==> config.mk <==
export PLATFORM = sky130hd
export DESIGN_NAME = ctl_sequencer
export DESIGN_NICKNAME = d
export VERILOG_FILES = /design/src/rtl/ctl_pkg.sv /design/src/rtl/seq_counter.sv /design/src/rtl/op_decoder.sv /design/src/rtl/fetch_path.sv /design/src/rtl/ctl_sequencer.sv
export SDC_FILE = /design/constraint.sdc
export NUM_CORES = 1
export LEC_CHECK = 0
export BUFFER_PORTS_ARGS = -buffer_cell sky130_fd_sc_hd__buf_2
export CAP_MARGIN = 0
export CORE_MARGIN = 1
export CORE_UTILIZATION = 50
export CTS_BUF_LIST = sky130_fd_sc_hd__clkbuf_16
export CTS_CLUSTER_DIAMETER = 120
export DETAILED_ROUTE_END_ITERATION = 6
export PLACE_DENSITY = 0.82
export RECOVER_POWER = 50
export SLEW_MARGIN = 20
export SYNTH_ARGS = -nofsm -noshare
export SYNTH_HDL_FRONTEND = slang
export SYNTH_SLANG_ARGS = --single-unit
==> constraint.sdc <==
create_clock -name clk_i -period 5.2 [get_ports clk_i]
set_input_delay 0.26 -clock clk_i [delete_from_list [all_inputs] [get_ports clk_i]]
set_output_delay 0.26 -clock clk_i [all_outputs]
set_load 0.02 [all_outputs]
==> src/rtl/ctl_pkg.sv <==
package ctl_pkg;

  typedef enum logic [1:0] {
    CLS_MEM_DIR = 2'd0,
    CLS_MEM_IND = 2'd1,
    CLS_REG     = 2'd2,
    CLS_IO      = 2'd3
  } instr_cls_e;

  // opc_max: opcode field is all ones; mode: top instruction bit
  function automatic instr_cls_e classify(input logic opc_max, input logic mode);
    if (!opc_max) return mode ? CLS_MEM_IND : CLS_MEM_DIR;
    return mode ? CLS_IO : CLS_REG;
  endfunction

endpackage

==> src/rtl/seq_counter.sv <==
module seq_counter #(
  parameter int SC_W  = 4,
  localparam int NUM_T = 1 << SC_W
) (
  input  logic             clk_i,
  input  logic             rst_ni,
  input  logic             clr_i,
  output logic [NUM_T-1:0] t_o
);

  logic [SC_W-1:0] sc_q;

  always_ff @(posedge clk_i or negedge rst_ni) begin
    if (!rst_ni)    sc_q <= '0;
    else if (clr_i) sc_q <= '0;
    else            sc_q <= sc_q + SC_W'(1);
  end

  for (genvar k = 0; k < NUM_T; k++) begin : g_tdec
    assign t_o[k] = (sc_q == SC_W'(k));
  end

  a_r2_count_up: assert property (@(posedge clk_i) disable iff (!rst_ni)
    !clr_i |=> sc_q == $past(sc_q) + SC_W'(1));

  a_r10_clear: assert property (@(posedge clk_i) disable iff (!rst_ni)
    clr_i |=> t_o[0]);

endmodule

==> src/rtl/op_decoder.sv <==
module op_decoder #(
  parameter int OPC_W = 3,
  localparam int NUM_D = 1 << OPC_W
) (
  input  logic [OPC_W-1:0] opc_i,
  output logic [NUM_D-1:0] d_o
);

  for (genvar k = 0; k < NUM_D; k++) begin : g_ddec
    assign d_o[k] = (opc_i == OPC_W'(k));
  end

endmodule

==> src/rtl/fetch_path.sv <==
module fetch_path #(
  parameter int          DATA_W   = 16,
  parameter int          ADDR_W   = 12,
  parameter logic [11:0] RESET_PC = '0
) (
  input  logic              clk_i,
  input  logic              rst_ni,
  input  logic [DATA_W-1:0] mem_rdata_i,
  input  logic              ar_from_pc_i,
  input  logic              ar_from_ir_i,
  input  logic              ar_from_mem_i,
  input  logic              ir_ld_i,
  input  logic              pc_inc_i,
  output logic [ADDR_W-1:0] ar_o,
  output logic [ADDR_W-1:0] pc_o,
  output logic [DATA_W-1:0] ir_o,
  output logic              i_o
);

  logic [ADDR_W-1:0] ar_q, pc_q;
  logic [DATA_W-1:0] ir_q;
  logic              i_q;

  // address register: one source per step, steps are exclusive
  always_ff @(posedge clk_i or negedge rst_ni) begin
    if (!rst_ni)            ar_q <= '0;
    else if (ar_from_pc_i)  ar_q <= pc_q;
    else if (ar_from_ir_i)  ar_q <= ir_q[ADDR_W-1:0];
    else if (ar_from_mem_i) ar_q <= mem_rdata_i[ADDR_W-1:0];
  end

  always_ff @(posedge clk_i or negedge rst_ni) begin
    if (!rst_ni)       pc_q <= RESET_PC[ADDR_W-1:0];
    else if (pc_inc_i) pc_q <= pc_q + ADDR_W'(1);
  end

  always_ff @(posedge clk_i or negedge rst_ni) begin
    if (!rst_ni)       ir_q <= '0;
    else if (ir_ld_i)  ir_q <= mem_rdata_i;
  end

  always_ff @(posedge clk_i or negedge rst_ni) begin
    if (!rst_ni)           i_q <= 1'b0;
    else if (ar_from_ir_i) i_q <= ir_q[DATA_W-1];
  end

  assign ar_o = ar_q;
  assign pc_o = pc_q;
  assign ir_o = ir_q;
  assign i_o  = i_q;

  a_r3_ar_from_pc: assert property (@(posedge clk_i) disable iff (!rst_ni)
    ar_from_pc_i |=> ar_q == $past(pc_q));

  a_r4_pc_step: assert property (@(posedge clk_i) disable iff (!rst_ni)
    pc_inc_i |=> pc_q == $past(pc_q) + ADDR_W'(1));

  a_r4_ir_load: assert property (@(posedge clk_i) disable iff (!rst_ni)
    ir_ld_i |=> ir_q == $past(mem_rdata_i));

  a_r5_ar_from_ir: assert property (@(posedge clk_i) disable iff (!rst_ni)
    ar_from_ir_i |=> (ar_q == $past(ir_q[ADDR_W-1:0])) && (i_q == $past(ir_q[DATA_W-1])));

  a_r6_ar_from_mem: assert property (@(posedge clk_i) disable iff (!rst_ni)
    ar_from_mem_i |=> ar_q == $past(mem_rdata_i[ADDR_W-1:0]));

endmodule

==> src/rtl/ctl_sequencer.sv <==
module ctl_sequencer #(
  parameter int          DATA_W   = 16,
  parameter int          ADDR_W   = 12,
  parameter int          OPC_W    = 3,
  parameter int          SC_W     = 4,
  parameter logic [11:0] RESET_PC = '0,
  localparam int NUM_T   = 1 << SC_W,
  localparam int NUM_D   = 1 << OPC_W,
  localparam int MODE_B  = DATA_W - 1,
  localparam int OPC_LSB = ADDR_W
) (
  input  logic              clk_i,
  input  logic              rst_ni,
  input  logic [DATA_W-1:0] mem_rdata_i,
  input  logic              sc_clr_i,
  output logic [NUM_T-1:0]  t_o,
  output logic [NUM_D-1:0]  d_o,
  output logic [DATA_W-1:0] ir_o,
  output logic              i_o,
  output logic [ADDR_W-1:0] pc_o,
  output logic [ADDR_W-1:0] mem_addr_o,
  output logic              mem_rd_o,
  output logic              ar_ld_o,
  output logic              ir_ld_o,
  output logic              pc_inc_o,
  output logic              mr_dir_o,
  output logic              mr_ind_o,
  output logic              rr_en_o,
  output logic              io_en_o
);
  import ctl_pkg::*;

  logic [NUM_T-1:0] t;
  logic [NUM_D-1:0] d;
  logic [DATA_W-1:0] ir;
  logic             mode;
  logic             sc_clr;
  instr_cls_e       cls;

  seq_counter #(.SC_W(SC_W)) u_sc (
    .clk_i  (clk_i),
    .rst_ni (rst_ni),
    .clr_i  (sc_clr),
    .t_o    (t)
  );

  op_decoder #(.OPC_W(OPC_W)) u_dec (
    .opc_i (ir[OPC_LSB +: OPC_W]),
    .d_o   (d)
  );

  fetch_path #(.DATA_W(DATA_W), .ADDR_W(ADDR_W), .RESET_PC(RESET_PC)) u_fetch (
    .clk_i         (clk_i),
    .rst_ni        (rst_ni),
    .mem_rdata_i   (mem_rdata_i),
    .ar_from_pc_i  (t[0]),
    .ar_from_ir_i  (t[2]),
    .ar_from_mem_i (mr_ind_o),
    .ir_ld_i       (t[1]),
    .pc_inc_i      (t[1]),
    .ar_o          (mem_addr_o),
    .pc_o          (pc_o),
    .ir_o          (ir),
    .i_o           (mode)
  );

  // group is judged on the latched mode bit, valid from step 3 on
  assign cls = classify(d[NUM_D-1], mode);

  always_comb begin
    mr_dir_o = t[3] && (cls == CLS_MEM_DIR);
    mr_ind_o = t[3] && (cls == CLS_MEM_IND);
    rr_en_o  = t[3] && (cls == CLS_REG);
    io_en_o  = t[3] && (cls == CLS_IO);
  end

  assign sc_clr   = sc_clr_i | rr_en_o | io_en_o;
  assign ar_ld_o  = t[0] | t[2] | mr_ind_o;
  assign ir_ld_o  = t[1];
  assign pc_inc_o = t[1];
  assign mem_rd_o = t[1] | mr_ind_o;

  assign t_o  = t;
  assign d_o  = d;
  assign ir_o = ir;
  assign i_o  = mode;

  initial begin
    a_r5_fields_fit: assert (ADDR_W + OPC_W + 1 == DATA_W);
  end

  a_r2_t_onehot: assert property (@(posedge clk_i) disable iff (!rst_ni)
    $onehot(t_o));

  a_r6_one_group: assert property (@(posedge clk_i) disable iff (!rst_ni)
    $onehot0({mr_dir_o, mr_ind_o, rr_en_o, io_en_o}));

  a_r6_dir_keeps_ar: assert property (@(posedge clk_i) disable iff (!rst_ni)
    (mr_dir_o && !sc_clr_i) |=> $stable(mem_addr_o));

  a_r7_rr_ends: assert property (@(posedge clk_i) disable iff (!rst_ni)
    rr_en_o |=> t_o[0] && !rr_en_o);

  a_r8_io_ends: assert property (@(posedge clk_i) disable iff (!rst_ni)
    io_en_o |=> t_o[0] && !io_en_o);

  a_r9_mem_continues: assert property (@(posedge clk_i) disable iff (!rst_ni)
    ((mr_dir_o || mr_ind_o) && !sc_clr_i) |=> t_o[4]);

endmodule

==> results.yml <==
status:
  status: "finished clean"
floorplanning:
  floorplan.rows: 24
  io_pins: 92
  start_util_pct: 52.6
  die_w_um: 69.9
  core-area_sq_um: 4380
  die_y_um: 69.9
  die_area_sq_um: 4890
worst_hold_path:
  hold_path_depth: 2
  hold_start: "mem_rdata_i[14]"
  min_to: "u_fetch.ir_o[14]"
  min_path_type: "in2reg"
worst_setup_path:
  cp_max_fo: 28
  crit_type: "in2async"
  startpoint_type: "primary input"
  r2r-end: "u_fetch.ir_o[12]"
  worstPathRequired_ns: 5.34
  arrival_ns: 2.61
  rrSetupSlack_ns: 3.13
  r2r_start: "u_sc.sc_q[3]"
  crit_path_end_kind: "asynchronous set/reset pin"
  r2r_cells: 4
cts:
  clkLatencyLatePin_ns: 0.28
  clockBufferDepth: 2
  numCtsBuffers: 5
  ctsRootBufferMaster: "clkbuf_16"
  cts_sinks: 45
  clkTransAtPathRegs_ns: 0.06
  htree_levels: 2
  cts_tree: "yes"
placed_design:
  dpl_cell_area_sq_um: 2750
  dpl.cell_count: 347
  portBuffers: 91
  dp_hpwl_um: 3910
  post-place-ws_ns: 3.16
  place.gp.congestion: 0.936
global_routing:
  track_usage_pct: 21.9
  globalRouteOverflowTotal: 0
  grt_pass1_vias: 1759
  grt_start_max_net_pins: 46
  antenna_found_initial: 0
  grt_first_pass_wirelength_um: 8400
pwr:
  intPower_uw: 794
  powerDensity_nw_per_um2: 465
  seq_power_share_pct: 41.7
  p_sw_share_pct: 40.2
  switchingPower_uw: 534
  p_leak_nw: 1.41
  pwr-share-clk_pct: 22.1
  peakVddDrop_v: 0.000194
  pwr-share-comb_pct: 36.2
sta:
  maxSlewHeadroom_pct: 3.46
  fmax_mhz: 405
  period_share_pct: 47.5
  hold_slack_ns: 0.212
  final-hold-violation-count: 0
  drv_slew: 0
  min_period_ns: 2.47
  setup_slack_ns: 2.73
  setup-violations-final: 0
  final.setup_skew_ns: 0.00555
  rsz0062_at_grt: "no"
  tightest_slew_ns: 1.45
  tns_ns: 0
drt:
  vias_per_cell: 5.35
  drtIter0Drc: 113
  wirelength_um: 5360
  drc_errors: 0
  antenna_left: 0
  drtPass1Iterations: 4
  avgRoutedWirePerCell_um: 15.0
  vias: 1909
logic_synthesis:
  synth-xor-area-share_pct: 4.93
  synth_top_family_by_area: "simple AND/OR/NAND/NOR gates"
  synth_area_sq_um: 2310
  ys_seq_elements: 45
  synth_nets: 242
  avgSynthCellArea_sq_um: 10.6
  syn_inst: 218
  synthAdderAreaFrac_pct: 2.71
  yosysSeqAreaShare_pct: 48.8
  yosysUniqueCellTypes: 33
  synthSimpleGateAreaFrac_pct: 20.4
  yosysWarnings: 0
  synth.area.mux_share_pct: 8.79
  synth_compound_area_share_pct: 9.38
finish:
  drive_gt1_share_pct: 29.8
  area_delta_synth_final_pct: 23.8
  diodes: 0
  final_nets: 328
  design_area_sq_um: 2860
  instances_no_fill: 357
  fillers: 359
flow_run:
  maxCapViolCount: 0
[metrics by stage]
stage | total power, mW | utilization [%]
after floorplan | 0.884 | -
after global placement | 1.05 | 62.7
after detailed placement | 1.06 | 62.7
after CTS | 1.36 | 65.9
after global routing | 1.40 | 65.1
final | 1.33 | 65.1
[what timing repair did]
item | CTS | global route
resized for setup | 0 | 0
setup buffers | 0 | 0
hold buffers | 0 | 1
endpoints found under the hold margin | 0 | 17
setup endpoints to repair | 0 | 0
[cell usage after synthesis, drive strengths merged]
library cell / instances / area share, %
a21oi: 1 / 0.22
a32oi: 1 / 0.71
and2: 12 / 3.3
and3: 6 / 1.6
and3b: 2 / 0.76
buf: 13 / 3.4
clkbuf: 2 / 0.33
dfrtp: 45 / 49
ha: 5 / 2.7
inv: 8 / 1.3
mux2: 18 / 8.8
nand2: 22 / 3.6
nand3: 4 / 0.87
nand3b: 2 / 0.65
nand4: 4 / 1.1
nor2: 22 / 3.9
nor2b: 3 / 0.81
nor3: 4 / 0.87
nor3b: 4 / 1.8
nor4b: 1 / 0.65
o21ai: 1 / 0.22
o221ai: 1 / 0.38
o22ai: 11 / 3.0
o31ai: 11 / 4.9
or2: 2 / 0.54
xnor2: 8 / 3.0
xor2: 5 / 1.9
[layout by cell type (no fill, tap or decap), drive strengths merged]
| master | n |
|---|---|
| and3b | 2 |
| o31ai | 11 |
| a32oi | 1 |
| o21ai | 1 |
| nand2 | 22 |
| inv | 8 |
| buf | 55 |
| or2 | 2 |
| nand4 | 4 |
| clkbuf | 43 |
| and2 | 12 |
| xnor2 | 8 |
| and3 | 6 |
| nor2b | 3 |
| o221ai | 1 |
| nor3b | 4 |
| mux2 | 18 |
| a21oi | 1 |
| xor2 | 5 |
| nor3 | 4 |
| ha | 5 |
| o22ai | 11 |
| nor4b | 1 |
| clkinv | 3 |
| nand3 | 4 |
| dfrtp | 45 |
| nand3b | 2 |
| nor2 | 22 |
| dlygate4sd3 | 1 |
[worst max-delay path, cell delays in order]
cell,delay [ns]
dlygate4sd3_1,0.52
clkbuf_1,0.70
clkbuf_1,1.12
[cells by family (layout without fill, tap and decap cells)]
family                   after synthesis  in the layout
XOR/XNOR                              13             13
multiplexers                          18             18
flip-flops                            45             45
adder cells (fa/ha/maj)                5              5
buffers and inverters                 23            110
AO/OA/AOI/OAI                         26             26
AND/OR/NAND/NOR                       88             88
[registers in the layout (all words and copies together) (netlist names)]
name,count
u_fetch.ar_o,12
u_fetch.i_o,1
u_fetch.ir_o,16
u_fetch.pc_o,12
u_sc.sc_q,4
[final cells by class]
cell class | count | area [sq um] | share of cell area (%)
clock buffer | 5 | 125 | 4.38
clock inverter | 3 | 12.5 | 0.438
tap | 52 | 65.1 | 2.28
inverter | 8 | 30.0 | 1.05
timing repair buffer | 94 | 430 | 15.1
sequential | 45 | 1130 | 39.4
multi-input combinational | 150 | 1070 | 37.3
[power by group through the flow]
stage	Sequential [mW]	Clock, mW	Combinational (mW)
after CTS	0.549	0.301	0.505
final	0.554	0.293	0.481
after floorplan	0.645	0	0.239
after detailed placement	0.555	0	0.503
after global routing	0.570	0.319	0.514
after global placement	0.552	0	0.494
[worst max-delay path by stage]
stage / to / slack, ns / start
2_1_floorplan: ar_ld_o / 3.31 / u_sc.sc_q[0]
3_3_place_gp: ar_ld_o / 3.23 / u_sc.sc_q[0]
3_5_place_dp: u_fetch.pc_o[1] / 3.16 / u_sc.sc_q[3]
4_1_cts: pc_inc_o / 2.86 / u_sc.sc_q[3]
5_1_grt: u_fetch.pc_o[4] / 2.24 / rst_ni
6_report: u_fetch.ar_o[3] / 2.73 / rst_ni
[metal layers]
metal	routed length, um	up-vias	GRT usage, %
li1	-	916	-
met1	2310	937	28.8
met2	2780	50	36.6
met3	218	6	4.62
met4	52	0	6.44
met5	0	-	0
Note: power is estimated with default switching activity, not from simulation.
